### src/rtl/lsd_pkg.sv
package lsd_pkg;

   typedef enum logic [2:0] {
      ORD_BGR  = 3'd0,
      ORD_BRG  = 3'd1,
      ORD_GBR  = 3'd2,
      ORD_GRB  = 3'd3,
      ORD_RBG  = 3'd4,
      ORD_RGB  = 3'd5,
      ORD_RWBG = 3'd6,
      ORD_RGBW = 3'd7
   } order_e;

   // wire slot (0 = first on the wire) holding each output component
   typedef struct packed {
      logic [1:0] pos_r;
      logic [1:0] pos_g;
      logic [1:0] pos_b;
      logic [1:0] pos_w;
      logic       has_w;
   } layout_t;

   function automatic layout_t order_layout(input logic [2:0] code);
      layout_t l;
      case (order_e'(code))
         ORD_BGR:  l = '{pos_r: 2'd2, pos_g: 2'd1, pos_b: 2'd0, pos_w: 2'd3, has_w: 1'b0};
         ORD_BRG:  l = '{pos_r: 2'd1, pos_g: 2'd2, pos_b: 2'd0, pos_w: 2'd3, has_w: 1'b0};
         ORD_GBR:  l = '{pos_r: 2'd2, pos_g: 2'd0, pos_b: 2'd1, pos_w: 2'd3, has_w: 1'b0};
         ORD_GRB:  l = '{pos_r: 2'd1, pos_g: 2'd0, pos_b: 2'd2, pos_w: 2'd3, has_w: 1'b0};
         ORD_RBG:  l = '{pos_r: 2'd0, pos_g: 2'd2, pos_b: 2'd1, pos_w: 2'd3, has_w: 1'b0};
         ORD_RGB:  l = '{pos_r: 2'd0, pos_g: 2'd1, pos_b: 2'd2, pos_w: 2'd3, has_w: 1'b0};
         ORD_RWBG: l = '{pos_r: 2'd0, pos_g: 2'd3, pos_b: 2'd2, pos_w: 2'd1, has_w: 1'b1};
         default:  l = '{pos_r: 2'd0, pos_g: 2'd1, pos_b: 2'd2, pos_w: 2'd3, has_w: 1'b1};
      endcase
      return l;
   endfunction

endpackage

### src/rtl/lsd_sync.sv
module lsd_sync #(
   parameter int STAGES = 2
) (
   input  logic clk,
   input  logic rst_n,
   input  logic din,
   output logic lvl,
   output logic rise,
   output logic fall
);
   // flops reset to the idle-high guess so a real low is needed to sync
   logic [STAGES-1:0] chain;
   logic              lvl_d;

   always_ff @(posedge clk or negedge rst_n) begin
      if (!rst_n) begin
         chain <= '1;
         lvl_d <= 1'b1;
      end else begin
         chain <= {chain[STAGES-2:0], din};
         lvl_d <= chain[STAGES-1];
      end
   end

   assign lvl  = chain[STAGES-1];
   assign rise = lvl & ~lvl_d;
   assign fall = ~lvl & lvl_d;
endmodule

### src/rtl/lsd_bit_timer.sv
module lsd_bit_timer #(
   parameter int RST_CYC  = 2500,
   parameter int FALL_CYC = 31
) (
   input  logic clk,
   input  logic rst_n,
   input  logic lvl,
   input  logic rise,
   input  logic fall,
   output logic bit_valid,
   output logic bit_value,
   output logic gap_evt,
   output logic gap_report
);
   localparam int CW = $clog2(RST_CYC + 2);
   localparam logic [CW-1:0] CNT_MAX = {CW{1'b1}};

   logic          synced, in_bit, have_fall, have_prev, first_done;
   logic [CW-1:0] per_cnt, hi_cnt, low_cnt, prev_per;
   logic          dec_next, dec_last, gap_hit;

   assign dec_next = {hi_cnt, 1'b0} > {1'b0, per_cnt};
   assign dec_last = have_prev ? ({hi_cnt, 1'b0} > {1'b0, prev_per})
                               : (hi_cnt >= CW'(FALL_CYC));
   assign gap_hit  = !lvl && (low_cnt == CW'(RST_CYC));

   always_ff @(posedge clk or negedge rst_n) begin
      if (!rst_n) begin
         synced     <= 1'b0;
         in_bit     <= 1'b0;
         have_fall  <= 1'b0;
         have_prev  <= 1'b0;
         first_done <= 1'b0;
         per_cnt    <= '0;
         hi_cnt     <= '0;
         low_cnt    <= '0;
         prev_per   <= '0;
         bit_valid  <= 1'b0;
         bit_value  <= 1'b0;
         gap_evt    <= 1'b0;
         gap_report <= 1'b0;
      end else begin
         bit_valid  <= 1'b0;
         gap_evt    <= 1'b0;
         gap_report <= 1'b0;
         if (!synced) begin
            synced <= !lvl;
         end else begin
            per_cnt <= (per_cnt == CNT_MAX) ? per_cnt : per_cnt + 1'b1;
            if (lvl)
               low_cnt <= '0;
            else
               low_cnt <= (low_cnt == CNT_MAX) ? low_cnt : low_cnt + 1'b1;

            if (rise) begin
               if (in_bit && have_fall) begin
                  bit_valid <= 1'b1;
                  bit_value <= dec_next;
                  prev_per  <= per_cnt;
                  have_prev <= 1'b1;
               end
               in_bit    <= 1'b1;
               have_fall <= 1'b0;
               per_cnt   <= CW'(1);
            end

            if (fall && in_bit) begin
               hi_cnt    <= per_cnt;
               have_fall <= 1'b1;
            end

            if (gap_hit) begin
               if (in_bit && have_fall) begin
                  bit_valid <= 1'b1;
                  bit_value <= dec_last;
               end
               in_bit     <= 1'b0;
               have_fall  <= 1'b0;
               have_prev  <= 1'b0;
               gap_evt    <= 1'b1;
               gap_report <= first_done;
               first_done <= 1'b1;
            end
         end
      end
   end
endmodule

### src/rtl/lsd_pixel_asm.sv
module lsd_pixel_asm
   import lsd_pkg::*;
#(
   parameter int COMP_W = 8
) (
   input  logic                  clk,
   input  logic                  rst_n,
   input  logic                  bit_valid,
   input  logic                  bit_value,
   input  logic                  clr,
   input  logic [2:0]            order,
   output logic [3:0][COMP_W-1:0] comps,
   output logic                  has_w,
   output logic                  pixel_valid
);
   localparam int N_COMP = 4;
   localparam int PIX_W  = COMP_W * N_COMP;
   localparam int CNT_W  = $clog2(PIX_W + 1);

   layout_t           lay;
   logic [PIX_W-2:0]  sh;
   logic [PIX_W-1:0]  nsh, full;
   logic [CNT_W-1:0]  cnt, need;
   logic [1:0]        pos  [N_COMP];
   logic [COMP_W-1:0] wb   [N_COMP];
   logic [COMP_W-1:0] pick [N_COMP];

   assign lay  = order_layout(order);
   assign nsh  = {sh, bit_value};
   assign full = lay.has_w ? nsh : {nsh[PIX_W-COMP_W-1:0], {COMP_W{1'b0}}};
   assign need = lay.has_w ? CNT_W'(PIX_W) : CNT_W'(PIX_W - COMP_W);

   assign pos[0] = lay.pos_r;
   assign pos[1] = lay.pos_g;
   assign pos[2] = lay.pos_b;
   assign pos[3] = lay.pos_w;

   for (genvar k = 0; k < N_COMP; k++) begin : g_slot
      assign wb[k]   = full[PIX_W-1-COMP_W*k -: COMP_W];
      assign pick[k] = wb[pos[k]];
   end

   always_ff @(posedge clk or negedge rst_n) begin
      if (!rst_n) begin
         sh          <= '0;
         cnt         <= '0;
         comps       <= '0;
         has_w       <= 1'b0;
         pixel_valid <= 1'b0;
      end else begin
         pixel_valid <= 1'b0;
         if (bit_valid) begin
            sh <= nsh[PIX_W-2:0];
            if (cnt + 1'b1 == need) begin
               pixel_valid <= 1'b1;
               has_w       <= lay.has_w;
               for (int k = 0; k < N_COMP; k++) comps[k] <= pick[k];
               cnt <= '0;
            end else begin
               cnt <= cnt + 1'b1;
            end
         end
         if (clr) cnt <= '0;
      end
   end
endmodule

### src/rtl/led_stream_decoder.sv
module led_stream_decoder #(
   parameter int CLK_HZ      = 50_000_000,
   parameter int RESET_NS    = 50_000,
   parameter int FALLBACK_NS = 625,
   parameter int SYNC_STAGES = 2
) (
   input  logic       clk,
   input  logic       rst_n,
   input  logic       din,
   input  logic [2:0] wire_order,
   output logic [7:0] r,
   output logic [7:0] g,
   output logic [7:0] b,
   output logic [7:0] w,
   output logic       has_w,
   output logic       pixel_valid,
   output logic       bit_valid,
   output logic       bit_value,
   output logic       reset_seen
);
   localparam int MHZ      = CLK_HZ / 1_000_000;
   localparam int RST_CYC  = MHZ * RESET_NS / 1000;
   localparam int FALL_CYC = MHZ * FALLBACK_NS / 1000;

   if (CLK_HZ % 1_000_000 != 0) begin : g_bad_clk
      $error("CLK_HZ must be a whole number of MHz");
   end
   if (SYNC_STAGES < 2) begin : g_bad_sync
      $error("SYNC_STAGES must be at least 2");
   end
   if (FALL_CYC < 4 || RST_CYC <= 4 * FALL_CYC) begin : g_bad_time
      $error("timing parameters out of range for this clock");
   end

   logic lvl, rise, fall, gap_evt;
   logic [3:0][7:0] comps;

   lsd_sync #(.STAGES(SYNC_STAGES)) i_sync (
      .clk (clk), .rst_n (rst_n), .din (din),
      .lvl (lvl), .rise (rise), .fall (fall)
   );

   lsd_bit_timer #(.RST_CYC(RST_CYC), .FALL_CYC(FALL_CYC)) i_timer (
      .clk (clk), .rst_n (rst_n), .lvl (lvl), .rise (rise), .fall (fall),
      .bit_valid (bit_valid), .bit_value (bit_value),
      .gap_evt (gap_evt), .gap_report (reset_seen)
   );

   lsd_pixel_asm #(.COMP_W(8)) i_asm (
      .clk (clk), .rst_n (rst_n), .bit_valid (bit_valid), .bit_value (bit_value),
      .clr (gap_evt), .order (wire_order), .comps (comps),
      .has_w (has_w), .pixel_valid (pixel_valid)
   );

   assign r = comps[0];
   assign g = comps[1];
   assign b = comps[2];
   assign w = comps[3];
endmodule

### config.mk
export PLATFORM = sky130hd
export DESIGN_NAME = led_stream_decoder
export DESIGN_NICKNAME = d
export VERILOG_FILES = /design/src/rtl/lsd_pkg.sv /design/src/rtl/lsd_sync.sv /design/src/rtl/lsd_bit_timer.sv /design/src/rtl/lsd_pixel_asm.sv /design/src/rtl/led_stream_decoder.sv
export SDC_FILE = /design/constraint.sdc
export NUM_CORES = 1
export LEC_CHECK = 0
export CORE_UTILIZATION = 40
export DETAILED_ROUTE_END_ITERATION = 12
export PLACE_DENSITY_LB_ADDON = 0.25
export SYNTH_ARGS = -nofsm -noshare
export SYNTH_HDL_FRONTEND = slang
export SYNTH_SLANG_ARGS = --single-unit
### constraint.sdc
create_clock -name clk -period 2.7 [get_ports clk]
set_input_delay 0.54 -clock clk [delete_from_list [all_inputs] [get_ports clk]]
set_output_delay 0.54 -clock clk [all_outputs]
set_load 0.01 [all_outputs]
==> impl_metrics.py <==
metrics = {
    "place": {
        "gp_congestion": 0.859,
        "hpwl_um": 11100,
        "numPlacedInstances": 939,
        "postPlaceCellArea_mm2": 0.00778,
        "place.port_buffers": 42,
    },
    "grt": {
        "grt_first_pass_wirelength_um": 26800,
        "grt_start_max_net_pins": 56,
        "global_route.usage.total_pct": 18.9,
        "grt_antenna_before_repair": 0,
        "number_of_global_route_vias_before_repair": 5321,
        "globalRouteOverflowTotal": 0,
    },
    "yosys": {
        "synth_top_flop_cell": "sky130_fd_sc_hd__dfrtp_1",
        "synth.cell_area_mm2": 0.00709,
        "yosys_register_bits": 131,
        "post-synth-top-area-cell": "sky130_fd_sc_hd__dfrtp_1",
        "number_of_library_cell_types_mapped_by_synthesis": 61,
        "synth.yosys.seq_area_share_pct": 46.3,
        "synth_top_cell_area_share_pct": 45.2,
        "synthesis.area_per_instance_um2": 10.3,
        "syn_nets": 718,
        "syn_inst": 686,
        "synth_area_leaders": "sky130_fd_sc_hd__dfrtp_1, sky130_fd_sc_hd__mux2_4, sky130_fd_sc_hd__mux2_2, sky130_fd_sc_hd__ha_1, sky130_fd_sc_hd__o21ai_0",
        "yosys-top-cells-count": "sky130_fd_sc_hd__dfrtp_1, sky130_fd_sc_hd__o21ai_0, sky130_fd_sc_hd__nand2_1, sky130_fd_sc_hd__nor2_1, sky130_fd_sc_hd__a21oi_1",
        "synth_async_sr_flop_share_pct": 100,
        "synth_enable_flop_cells": 0,
        "yosys.cell_count.top_type": "sky130_fd_sc_hd__dfrtp_1",
        "ys_warns": 0,
    },
    "drt": {
        "first_pass_iters": 5,
        "totalWireLength_um": 16100,
        "wl_per_instance_um": 16.6,
        "drc_violation_count_after_routing": 0,
        "vias": 5325,
        "first_iter_violations": 435,
        "detail-route-antenna-nets": 0,
        "drt-vias-per-instance": 5.49,
    },
    "sta": {
        "final_min_period_over_clock_period_pct": 87.1,
        "final.setup_skew_ns": 0.00649,
        "final_report_setup_violation_count": 0,
        "relSlewSlack_pct": 59.9,
        "rsz_0062_raised_after_global_routing": "false",
        "tightest_slew_ns": 0.602,
        "drv_slew": 0,
        "worst_hold_slack_ns": 0.121,
        "number_of_hold_violations_in_the_final_report": 0,
        "layout_min_cycle_time_ns": 2.35,
        "max_freq_mhz": 425,
    },
    "flow_run": {
        "max-cap-violations": 0,
    },
    "floorplan": {
        "die_h_um": 135,
        "num_io_pins": 43,
        "die_width_um": 135,
        "standard_cell_rows": 48,
        "fp.dieArea_mm2": 0.0183,
        "core_mm2": 0.0173,
        "start_util_pct": 41.0,
    },
    "cells_and_area": {
        "area_delta_synth_final_pct": 18.1,
        "fin_nets": 765,
        "layout.cells.non_filler": 970,
        "postLayoutCellArea_mm2": 0.00837,
        "layout.filler_cells": 1558,
        "antenna-diode-count": 0,
        "layout-drive-gt1-share_pct": 18.0,
    },
    "worst_setup_path": {
        "critical_path.startpoint_type": "input port",
        "setup.worst_path.class": "in -> reg",
        "rrSetupSlack_ns": 0.52,
        "cp.arrival_ns": 2.66,
        "timing.reg2reg.worst_path_depth": 7,
        "worst-path-max-fanout": 24,
        "timing.rr.start": "i_timer.low_cnt[0]$_DFFE_PN0P_",
        "timing.critical_path.to_type": "flip-flop",
        "reg2reg_to": "i_timer.bit_value$_DFFE_PN0P_",
        "worst_ep_required_ns": 3.01,
    },
    "power": {
        "irDropWorstVdd_mv": 0.514,
        "power_density_mw_per_mm2": 682,
        "total_design_power_mw": 5.71,
        "power_leakage_nw": 3.72,
    },
    "status": {
        "status": "complete, no violations",
    },
    "cts": {
        "number_of_gates_resized_after_cts": 0,
        "cts_num_sinks": 131,
        "cts.htree.levels": 4,
        "cts_tree": "built",
        "worst_skew_pair.late_latency_ns": 0.42,
        "clk_path_buf_depth": 2,
        "post_cts_hold_buffer_count": 0,
        "cts_buffers": 17,
        "cts_root_buffer": "sky130_fd_sc_hd__clkbuf_16",
        "path_clk_slew_ns": 0.06,
        "postCtsSetupBuffers": 0,
    },
    "hold_path": {
        "hold_class": "in -> async",
    },
}
[layer usage]
metal	track usage, %	wire length (µm)
met5	0	0
met4	6.93	269
met3	3.98	560
met2	31.7	8000
met1	24.0	7290
[per-stage QoR]
step / worst slack (ns) / util [%] / TNS [ns]
6_report: 0.347 / 48.4 / 0
2_1_floorplan: 0.420 / - / 0
3_3_place_gp: -0.0596 / 45.0 / -0.854
3_5_place_dp: -0.0825 / 45.0 / -1.53
5_1_grt: 0.300 / 48.4 / 0
4_1_cts: 0.353 / 48.4 / 0
[logic make-up (layout without fill, tap and decap cells)]
logic type	count (synthesis)	after routing	share of synthesized area, %
buf+inv	69	128	4.52
xor+xnor	7	7	0.865
flops	131	131	46.3
fa+ha+maj	27	27	4.73
simple gates	198	198	14.1
compound gates	167	167	14.5
mux	87	87	15.0
[power breakdown]
part,leakage [nW],internal [mW],switching [mW]
sequential,1.76,2.16,0.257
combinational,1.67,0.470,0.516
clock,0.290,1.47,0.844
[area by class of cell]
cell class	count	area (µm²)	area share (%)
Timing Repair Buffer	64	603	7.20
Inverter	33	124	1.48
Sequential cell	131	3280	39.2
Clock buffer	22	494	5.90
Tap cell	225	282	3.36
Multi-Input combinational cell	486	3490	41.6
Clock inverter	9	103	1.23
[cell usage in the layout (no fill, tap or decap), types with 3 or more instances in the layout]
cell type and count:
sky130_fd_sc_hd__mux2_4 29, sky130_fd_sc_hd__mux2i_1 21, sky130_fd_sc_hd__inv_1 32, sky130_fd_sc_hd__nor3b_1 4
sky130_fd_sc_hd__dfrtp_1 128, sky130_fd_sc_hd__dfstp_2 3, sky130_fd_sc_hd__nor3_1 11, sky130_fd_sc_hd__a21oi_1 41
sky130_fd_sc_hd__nand4_1 6, sky130_fd_sc_hd__clkbuf_16 17, sky130_fd_sc_hd__o21a_1 10, sky130_fd_sc_hd__ha_1 26
sky130_fd_sc_hd__o211ai_1 4, sky130_fd_sc_hd__a211oi_1 9, sky130_fd_sc_hd__nand3_1 22, sky130_fd_sc_hd__or4_1 3
sky130_fd_sc_hd__nor2_1 46, sky130_fd_sc_hd__nand2b_1 9, sky130_fd_sc_hd__o21ai_0 58, sky130_fd_sc_hd__o2111ai_1 4
sky130_fd_sc_hd__nor2b_1 13, sky130_fd_sc_hd__buf_4 21, sky130_fd_sc_hd__and2_1 4, sky130_fd_sc_hd__and3_1 11
sky130_fd_sc_hd__clkbuf_8 5, sky130_fd_sc_hd__clkdlybuf4s50_1 40, sky130_fd_sc_hd__clkinvlp_4 3, sky130_fd_sc_hd__nand2_1 50
sky130_fd_sc_hd__or3_1 4, sky130_fd_sc_hd__mux2_2 37, sky130_fd_sc_hd__o311a_1 8, sky130_fd_sc_hd__xor2_1 5
sky130_fd_sc_hd__o22ai_1 16, sky130_fd_sc_hd__clkinv_2 4
[how the worst max path moves through the flow]
stage,end,cells after the start,slack (ns),start
final,i_asm.comps[13]$_DFFE_PN0P_,8,0.35,wire_order[1]
after global routing,i_asm.comps[16]$_DFFE_PN0P_,8,0.30,wire_order[1]
after CTS,i_asm.comps[14]$_DFFE_PN0P_,8,0.35,wire_order[1]
after detailed placement,i_asm.comps[14]$_DFFE_PN0P_,8,-0.08,wire_order[1]
after global placement,i_asm.comps[14]$_DFFE_PN0P_,8,-0.06,wire_order[1]
after floorplan,i_asm.comps[0]$_DFFE_PN0P_,8,0.42,wire_order[1]
[sequential cells by signal, indices dropped and copies added, names as in the netlist]
signal	cells
i_asm.comps	32
i_asm.sh	31
i_timer.hi_cnt	12
i_timer.low_cnt	12
i_timer.per_cnt	12
i_timer.prev_per	12
i_asm.cnt	6
i_sync.chain	2
i_asm.has_w	1
i_asm.pixel_valid	1
i_sync.lvl_d	1
i_timer.bit_valid	1
i_timer.bit_value	1
i_timer.first_done	1
i_timer.gap_evt	1
i_timer.gap_report	1
i_timer.have_fall	1
i_timer.have_prev	1
i_timer.in_bit	1
i_timer.synced	1
[worst max-delay path, cell delays in order]
cell	delay, ns
sky130_fd_sc_hd__clkdlybuf4s50_1	0.45
sky130_fd_sc_hd__buf_4	0.14
sky130_fd_sc_hd__nand2_4	0.05
sky130_fd_sc_hd__or4_1	0.41
sky130_fd_sc_hd__o32ai_2	0.26
sky130_fd_sc_hd__o21a_2	0.22
sky130_fd_sc_hd__buf_12	0.21
sky130_fd_sc_hd__mux2_2	0.35
(Power assumes the default switching activity.)
